## config.mk

```make
export PLATFORM = sky130hd
export DESIGN_NAME = dr_acs_stage
export DESIGN_NICKNAME = d
export VERILOG_FILES = /design/src/rtl/dr_acs_pkg.sv /design/src/rtl/dr_full_adder.sv /design/src/rtl/dr_sat_adder.sv /design/src/rtl/dr_min_compare.sv /design/src/rtl/dr_select.sv /design/src/rtl/dr_acs_stage.sv
export SDC_FILE = /design/constraint.sdc
export NUM_CORES = 1
export LEC_CHECK = 0
export ABC_AREA = 1
export ABC_CLOCK_PERIOD_IN_PS = 2300
export CORE_ASPECT_RATIO = 0.9
export CORE_MARGIN = 10
export CORE_UTILIZATION = 45
export CTS_CLUSTER_SIZE = 12
export DETAILED_ROUTE_END_ITERATION = 12
export GPL_ROUTABILITY_DRIVEN = 1
export PLACE_DENSITY_LB_ADDON = 0.15
export SLEW_MARGIN = 20
export SYNTH_ARGS = -nofsm -noshare
export SYNTH_HDL_FRONTEND = slang
export SYNTH_SLANG_ARGS = --single-unit
```

## constraint.sdc

```tcl
create_clock -name clk -period 2.3 [get_ports clk]
set_input_delay 0.575 -clock clk [delete_from_list [all_inputs] [get_ports clk]]
set_output_delay 0.575 -clock clk [all_outputs]
set_load 0.03 [all_outputs]
```

## src/rtl/dr_acs_pkg.sv

```systemverilog
package dr_acs_pkg;
  localparam int unsigned DEF_MW = 4;

  // completeness of a dual-rail bus: every pair holds exactly one high rail
  function automatic logic rails_full(input logic [31:0] t, input logic [31:0] f, input int unsigned w);
    logic ok;
    ok = 1'b1;
    for (int i = 0; i < 32; i++) begin
      if (i < w) ok = ok & (t[i] ^ f[i]);
    end
    return ok;
  endfunction

  // neutrality of a dual-rail bus: no rail high
  function automatic logic rails_empty(input logic [31:0] t, input logic [31:0] f, input int unsigned w);
    logic any;
    any = 1'b0;
    for (int i = 0; i < 32; i++) begin
      if (i < w) any = any | t[i] | f[i];
    end
    return ~any;
  endfunction
endpackage

```

## src/rtl/dr_full_adder.sv

```systemverilog
module dr_full_adder (
  input  logic x_t,
  input  logic x_f,
  input  logic y_t,
  input  logic y_f,
  input  logic ci_t,
  input  logic ci_f,
  output logic s_t,
  output logic s_f,
  output logic co_t,
  output logic co_f
);
  // one product term per input code; a term fires only when all three bits are valid
  logic [7:0] term;

  for (genvar g = 0; g < 8; g++) begin : g_term
    localparam int unsigned K = g;
    assign term[g] = ((((K / 4) % 2) == 1) ? x_t  : x_f)
                   & ((((K / 2) % 2) == 1) ? y_t  : y_f)
                   & (((K % 2) == 1)       ? ci_t : ci_f);
  end

  assign s_t  = term[1] | term[2] | term[4] | term[7];
  assign s_f  = term[0] | term[3] | term[5] | term[6];
  assign co_t = term[3] | term[5] | term[6] | term[7];
  assign co_f = term[0] | term[1] | term[2] | term[4];
endmodule

```

## src/rtl/dr_sat_adder.sv

```systemverilog
module dr_sat_adder #(
  parameter int unsigned W = 4
) (
  input  logic [W-1:0] a_t,
  input  logic [W-1:0] a_f,
  input  logic [W-1:0] b_t,
  input  logic [W-1:0] b_f,
  output logic [W-1:0] s_t,
  output logic [W-1:0] s_f
);
  logic [W:0]   cy_t;
  logic [W:0]   cy_f;
  logic [W-1:0] raw_t;
  logic [W-1:0] raw_f;

  // constant-false carry in: neutrality still follows the operand rails
  assign cy_t[0] = 1'b0;
  assign cy_f[0] = 1'b1;

  for (genvar i = 0; i < W; i++) begin : g_bit
    dr_full_adder u_fa (
      .x_t (a_t[i]),    .x_f (a_f[i]),
      .y_t (b_t[i]),    .y_f (b_f[i]),
      .ci_t(cy_t[i]),   .ci_f(cy_f[i]),
      .s_t (raw_t[i]),  .s_f (raw_f[i]),
      .co_t(cy_t[i+1]), .co_f(cy_f[i+1])
    );
  end

  // a true carry out forces every sum bit to one; a false carry passes the raw sum
  assign s_t = raw_t | {W{cy_t[W]}};
  assign s_f = raw_f & {W{cy_f[W]}};
endmodule

```

## src/rtl/dr_min_compare.sv

```systemverilog
module dr_min_compare #(
  parameter int unsigned W = 4
) (
  input  logic [W-1:0] a_t,
  input  logic [W-1:0] a_f,
  input  logic [W-1:0] b_t,
  input  logic [W-1:0] b_f,
  output logic         pick_a_t,
  output logic         pick_a_f
);
  // blt: "b is strictly below a" over bits [i:0], carried from LSB upward
  logic [W-1:0] blt_t;
  logic [W-1:0] blt_f;
  logic [W-1:0] same_t;
  logic [W-1:0] a_hi;
  logic [W-1:0] b_hi;

  for (genvar i = 0; i < W; i++) begin : g_cmp
    assign same_t[i] = (a_t[i] & b_t[i]) | (a_f[i] & b_f[i]);
    assign a_hi[i]   = a_t[i] & b_f[i];
    assign b_hi[i]   = a_f[i] & b_t[i];
    if (i == 0) begin : g_lsb
      assign blt_t[i] = a_hi[i];
      assign blt_f[i] = b_hi[i] | same_t[i];
    end else begin : g_up
      assign blt_t[i] = a_hi[i] | (same_t[i] & blt_t[i-1]);
      assign blt_f[i] = b_hi[i] | (same_t[i] & blt_f[i-1]);
    end
  end

  // ties fall to candidate a
  assign pick_a_t = blt_f[W-1];
  assign pick_a_f = blt_t[W-1];
endmodule

```

## src/rtl/dr_select.sv

```systemverilog
module dr_select #(
  parameter int unsigned W = 4
) (
  input  logic         sel_t,
  input  logic         sel_f,
  input  logic [W-1:0] a_t,
  input  logic [W-1:0] a_f,
  input  logic [W-1:0] b_t,
  input  logic [W-1:0] b_f,
  output logic [W-1:0] y_t,
  output logic [W-1:0] y_f
);
  assign y_t = ({W{sel_t}} & a_t) | ({W{sel_f}} & b_t);
  assign y_f = ({W{sel_t}} & a_f) | ({W{sel_f}} & b_f);
endmodule

```

## src/rtl/dr_acs_stage.sv

```systemverilog
module dr_acs_stage
  import dr_acs_pkg::*;
#(
  parameter int unsigned MW = DEF_MW
) (
  input  logic          clk,
  input  logic          rst,
  input  logic [MW-1:0] bm_a_t,
  input  logic [MW-1:0] bm_a_f,
  input  logic [MW-1:0] pm_a_t,
  input  logic [MW-1:0] pm_a_f,
  input  logic [MW-1:0] bm_b_t,
  input  logic [MW-1:0] bm_b_f,
  input  logic [MW-1:0] pm_b_t,
  input  logic [MW-1:0] pm_b_f,
  input  logic          r_ack,
  output logic          l_ack,
  output logic [MW-1:0] min_t,
  output logic [MW-1:0] min_f,
  output logic          dec_t,
  output logic          dec_f
);
  localparam int unsigned IW = 4 * MW;

  logic [MW-1:0] sa_t, sa_f, sb_t, sb_f;
  logic [MW-1:0] ev_t, ev_f;
  logic          pk_t, pk_f;
  logic [IW-1:0] in_t, in_f;
  logic          in_full, in_empty, out_full, out_empty;
  logic          do_eval, do_prech;

  dr_sat_adder #(.W(MW)) u_add_a (
    .a_t(bm_a_t), .a_f(bm_a_f), .b_t(pm_a_t), .b_f(pm_a_f), .s_t(sa_t), .s_f(sa_f)
  );
  dr_sat_adder #(.W(MW)) u_add_b (
    .a_t(bm_b_t), .a_f(bm_b_f), .b_t(pm_b_t), .b_f(pm_b_f), .s_t(sb_t), .s_f(sb_f)
  );
  dr_min_compare #(.W(MW)) u_cmp (
    .a_t(sa_t), .a_f(sa_f), .b_t(sb_t), .b_f(sb_f), .pick_a_t(pk_t), .pick_a_f(pk_f)
  );
  dr_select #(.W(MW)) u_sel (
    .sel_t(pk_t), .sel_f(pk_f), .a_t(sa_t), .a_f(sa_f), .b_t(sb_t), .b_f(sb_f),
    .y_t(ev_t), .y_f(ev_f)
  );

  // completion detectors
  assign in_t      = {bm_a_t, pm_a_t, bm_b_t, pm_b_t};
  assign in_f      = {bm_a_f, pm_a_f, bm_b_f, pm_b_f};
  assign in_full   = rails_full(32'(in_t), 32'(in_f), IW);
  assign in_empty  = rails_empty(32'(in_t), 32'(in_f), IW);
  assign out_full  = rails_full(32'({min_t, dec_t}), 32'({min_f, dec_f}), MW + 1);
  assign out_empty = rails_empty(32'({min_t, dec_t}), 32'({min_f, dec_f}), MW + 1);

  assign do_eval  = in_full & out_empty & ~r_ack & ~l_ack;
  assign do_prech = r_ack & l_ack & out_full;

  // output registers: evaluate or precharge
  always_ff @(posedge clk) begin
    if (rst) begin
      min_t <= '0;
      min_f <= '0;
      dec_t <= 1'b0;
      dec_f <= 1'b0;
    end else if (do_eval) begin
      min_t <= ev_t;
      min_f <= ev_f;
      dec_t <= pk_t;
      dec_f <= pk_f;
    end else if (do_prech) begin
      min_t <= '0;
      min_f <= '0;
      dec_t <= 1'b0;
      dec_f <= 1'b0;
    end
  end

  // C-element joining the input and output completion detectors
  always_ff @(posedge clk) begin
    if (rst) begin
      l_ack <= 1'b0;
    end else if (in_full && out_full) begin
      l_ack <= 1'b1;
    end else if (in_empty && out_empty) begin
      l_ack <= 1'b0;
    end
  end

  assert_rails_exclusive_R4: assert property (@(posedge clk) disable iff (rst)
    !(|(min_t & min_f)) && !(dec_t && dec_f));
  assert_eval_needs_inputs_R5: assert property (@(posedge clk) disable iff (rst)
    $rose(out_full) |-> $past(in_full));
  assert_hold_until_ack_R6: assert property (@(posedge clk) disable iff (rst)
    (out_full && !r_ack) |=> ($stable(min_t) && $stable(min_f) && $stable(dec_t)));
  assert_ack_after_outputs_R7: assert property (@(posedge clk) disable iff (rst)
    $rose(l_ack) |-> (out_full && $past(in_full)));
  assert_ack_fall_neutral_R9: assert property (@(posedge clk) disable iff (rst)
    $fell(l_ack) |-> (out_empty && $past(in_empty)));
  assert_no_eval_when_busy_R10: assert property (@(posedge clk) disable iff (rst)
    $rose(out_full) |-> !$past(r_ack));
endmodule

```

==> reports/results.tsv, run 1 <==
metric	value	unit
synth_flop_cell	dfxtp_1	
async_flop_share	0	%
synth_top_cell_by_area	nand2_1	
synth-seq-area-share	12.6	%
rows	21	
ys_types	27	
die_y	79.1	microns
ios	46	
status	did not finish	
port_buffers	45	
holdBufCountCts	0	
initial_core_util	46.7	%
yosys_warnings	0	
clock-sinks	11	
track_usage	64.7	%
error	[ERROR GRT-0232] Routing congestion too high. Check the congestion heatmap in the GUI.	
synth_seq_cells	11	
synth_top_area_share	29.7	%
syn_area_per_cell	5.10	sq um
dp_hpwl	5630	microns
synth_area_leaders	nand2_1, dfxtp_1, inv_1, nor2_1, nand3_1	
grt_start_max_net_pins	12	
grt-worst-endpoint	min_f[1]$_SDFFE_PP0P_/D	
synth_edf_count	0	
synthesis.nets	379	
ys_top_cells_by_count	nand2_1, inv_1, nor2_1	
synth_cells	342	
die_x	85.6	microns
synth.most_common_cell	nand2_1	
haltStage	global routing	
h-tree-depth	1	
cts_buffers	3	
gp_congestion	0.927	
cts_max_path_buffers	2	
grt-ovfl-total	199	
cts_root_buffer	clkbuf_8	
synth_area	1740	sq um
worstEpCategory	register data pin	
[metrics by stage]
stage | setup TNS [ps] | cell area [sq um] | cells | worst slack [ps]
floorplan | 0 | 1740 | 342 | 55.4
global placement | -6400 | 2800 | 506 | -643
detailed placement | -7580 | 2800 | 506 | -757
CTS | -111 | 3410 | 538 | -36.9
[cell families after synthesis]
logic type | Yosys count | synth area share, %
AO/OA/AOI/OAI | 18 | 6.67
adder cells (fa/ha/maj) | 2 | 1.43
AND/OR/NAND/NOR | 257 | 67.6
buffers and inverters | 54 | 11.6
flip-flops | 11 | 12.6
[per-layer routing]
layer  GRT overflow  global-route usage [%]
met3              0                    41.2
met2            139                    86.5
met4             59                    78.6
met5              0                       0
met1              1                    61.3
[repair_timing]
action	4_1_cts
pin swaps	78
gates resized for setup	228
cloned	2
endpoints found under the setup margin	11
buffers inserted	26
==> inputs of run 2 (changes only) <==
ABC_CLOCK_PERIOD_IN_PS = 3000   (was 2300)
CORE_ASPECT_RATIO = not set   (was 0.9)
CORE_UTILIZATION = 40   (was 45)
CTS_CLUSTER_SIZE = not set   (was 12)
clock period = 3 ns   (was 2.3 ns; I/O delays follow)
==> run 2 against run 1 <==
- the flow now finishes without violations
- synthesized area stayed put
- synthesized cell count stayed put
==> reports/results.tsv, run 2 <==
metric	value	unit
hold_class	flip-flop to flip-flop	
gp_congestion	0.928	
path_class	primary input to flip-flop	
grt-ovfl-total	0	
slowest_delay	450	ps
p_comb_share	56.8	%
synth_cells	342	
swShare	39.0	%
synth_xor_area_share	0	%
p_per_area	234	nW/um^2
leakagePower	1.82	nW
h-tree-depth	1	
dp_hpwl	5300	microns
crit_arrival	2950	ps
rows	23	
period_needed	2830	ps
routed_via_density	5.06	
setup_viol	0	
cts_max_path_buffers	2	
p_clk_share	22.2	%
cts.clk_slew.worst_paths	60	ps
synth_edf_count	0	
cp.buffers_inverters	1	
synth_seq_cells	11	
ys_top_cells_by_count	nand2_1, inv_1, nor2_1	
cts_tree	built	
ant_nets	0	
p_int	426	uW
die_y	86.0	microns
core-area	4120	sq um
drive_above_1_share	28.5	%
synth_top_area_share	29.7	%
muxShareOfSynthArea	0	%
die_x	86.0	microns
final_cell_mix	nand2_1, buf_4, inv_1	
synth_top_cell_by_area	nand2_1	
drc	0	
synth-compound-area-share	6.67	%
cts_buffers	3	
synth.most_common_cell	nand2_1	
track_usage	16.4	%
drv_cap	0	
ios	46	
fin_cells	499	
drtIter0Drc	124	
num_antenna_cells	0	
synthesis.nets	379	
synth_flop_cell	dfxtp_1	
sequentialPowerShare	21.0	%
tightest_slew	488	ps
die_area	7400	sq um
finalHoldViolations	0	
crit_path_start_kind	primary input	
via_count	2526	
power_switching	272	uW
yosys_warnings	0	
antenna_found_initial	0	
maxSlewHeadroom	67.2	%
worst-path-max-fanout	9	
initial_core_util	42.4	%
synth_adder_area_share	1.43	%
cts_root_buffer	clkbuf_8	
wire_per_inst	13.7	microns
final_common_cell	nand2_1	
grt_pass1_wl	10200	microns
ys_types	27	
first_global_vias	2408	
ir_drop	0.126	mV
synth_area_leaders	nand2_1, dfxtp_1, inv_1, nor2_1, nand3_1	
synth_top_family_by_area	simple AND/OR/NAND/NOR gates	
synth_simple_gate_area_share	67.6	%
firstDrtPassIters	4	
grt_start_max_net_pins	12	
slew_violations	0	
synth_area	1740	sq um
top_regs	min_f (4), min_t (4)	
async_flop_share	0	%
fin_setup_tns	0	ps
critPathRequiredTime	3120	ps
clkLatencyLatePin	240	ps
cp_top_family	simple AND/OR/NAND/NOR gates	
status	finished clean	
synth-seq-area-share	12.6	%
syn_area_per_cell	5.10	sq um
fmax	353	MHz
path_cells	clkdlybuf4s50_1, a22o_1, nand2_2, nand3_2, nand2_2, nand2_2, nor2_4, nand4_1, nand2_1, o21ai_1, nand2_1, nand2_1, nand2_2, nand2_4, nand3_1, nand2_1, nor2_1, nor2_1	
utilization	72.4	%
port_buffers	45	
critPathCaptureType	flip-flop	
final_nets	487	
wl	6810	microns
clock-sinks	11	
dp_cells	482	
period_share	94.5	%
syn2layout_area_growth	70.9	%
skew	5.82	ps
cpMaxStageDelayCell	clkdlybuf4s50_1	
## run 2: path summary, 6_finish.rpt
path              slack, ps       end      start  cells after the start
setup / recovery        170  min_t[0]  pm_b_f[2]                     18
hold / removal          480     dec_t      dec_t                      2
setup reg to reg       1120  min_t[2]      dec_t                     10
hold reg to reg         480     dec_t      dec_t                      2
## run 2: cells by family after synthesis
group | count (synthesis)
AOI/OAI and AO/OA | 18
DFF | 11
adders and majority gates | 2
buffers and inverters | 54
and+or+nand+nor | 257
## run 2: cell type report
type | instances | area [sq um]
clock buffer | 4 | 45.0
fill | 386 | 1130
inverter | 53 | 199
multi-input combinational | 278 | 1520
sequential | 11 | 220
tap | 50 | 62.6
timing repair buffer | 103 | 931
## run 2: routing by layer
metal | up-vias | share of wire, % | routed length (microns) | GRT usage [%]
met5 | - | 0 | 0 | 0
met4 | 0 | 1.3 | 86 | 5.24
met3 | 10 | 5.3 | 364 | 3.12
met2 | 71 | 52 | 3570 | 29.5
met1 | 1135 | 41 | 2800 | 18.8
li1 | 1310 | - | - | -
## run 2: timing repair
item | CTS | global route
gates cloned | 1 | 0
buffers inserted | 2 | 10
pin swaps | 6 | 25
hold buffers | 0 | 0
hold endpoints to repair | 0 | 0
resized for setup | 3 | 73
setup endpoints to repair | 8 | 10
## run 2: worst register-to-register path, cell delays in order, from the launching register on
cell	delay (ps)
dfxtp_1	350
inv_1	50
ha_1	270
nand4_1	100
nor4_1	390
a31o_2	240
inv_2	90
nand2_1	80
nand2_1	60
nor2_1	100
nor2_1	40
## run 2: metrics by stage
stage          power (mW)  setup slack (ps)  hold slack (ps)  area, sq um
2_1_floorplan       0.307               580              600         1740
4_1_cts             0.640              12.3              488         2680
3_5_place_dp        0.476              -317              480         2600
3_3_place_gp        0.471              -266              474         2600
5_1_grt             0.746             -63.8              508         2980
6_report            0.697               165              483         2980
## run 2: power groups by stage
stage               registers (mW)  logic (mW)  clock network (mW)
floorplan                    0.149       0.158                   0
global placement             0.149       0.321                   0
detailed placement           0.149       0.326                   0
CTS                          0.146       0.337               0.157
global route                 0.146       0.435               0.165
finish                       0.146       0.396               0.155
No activity file was read; power rests on OpenSTA's default activity.
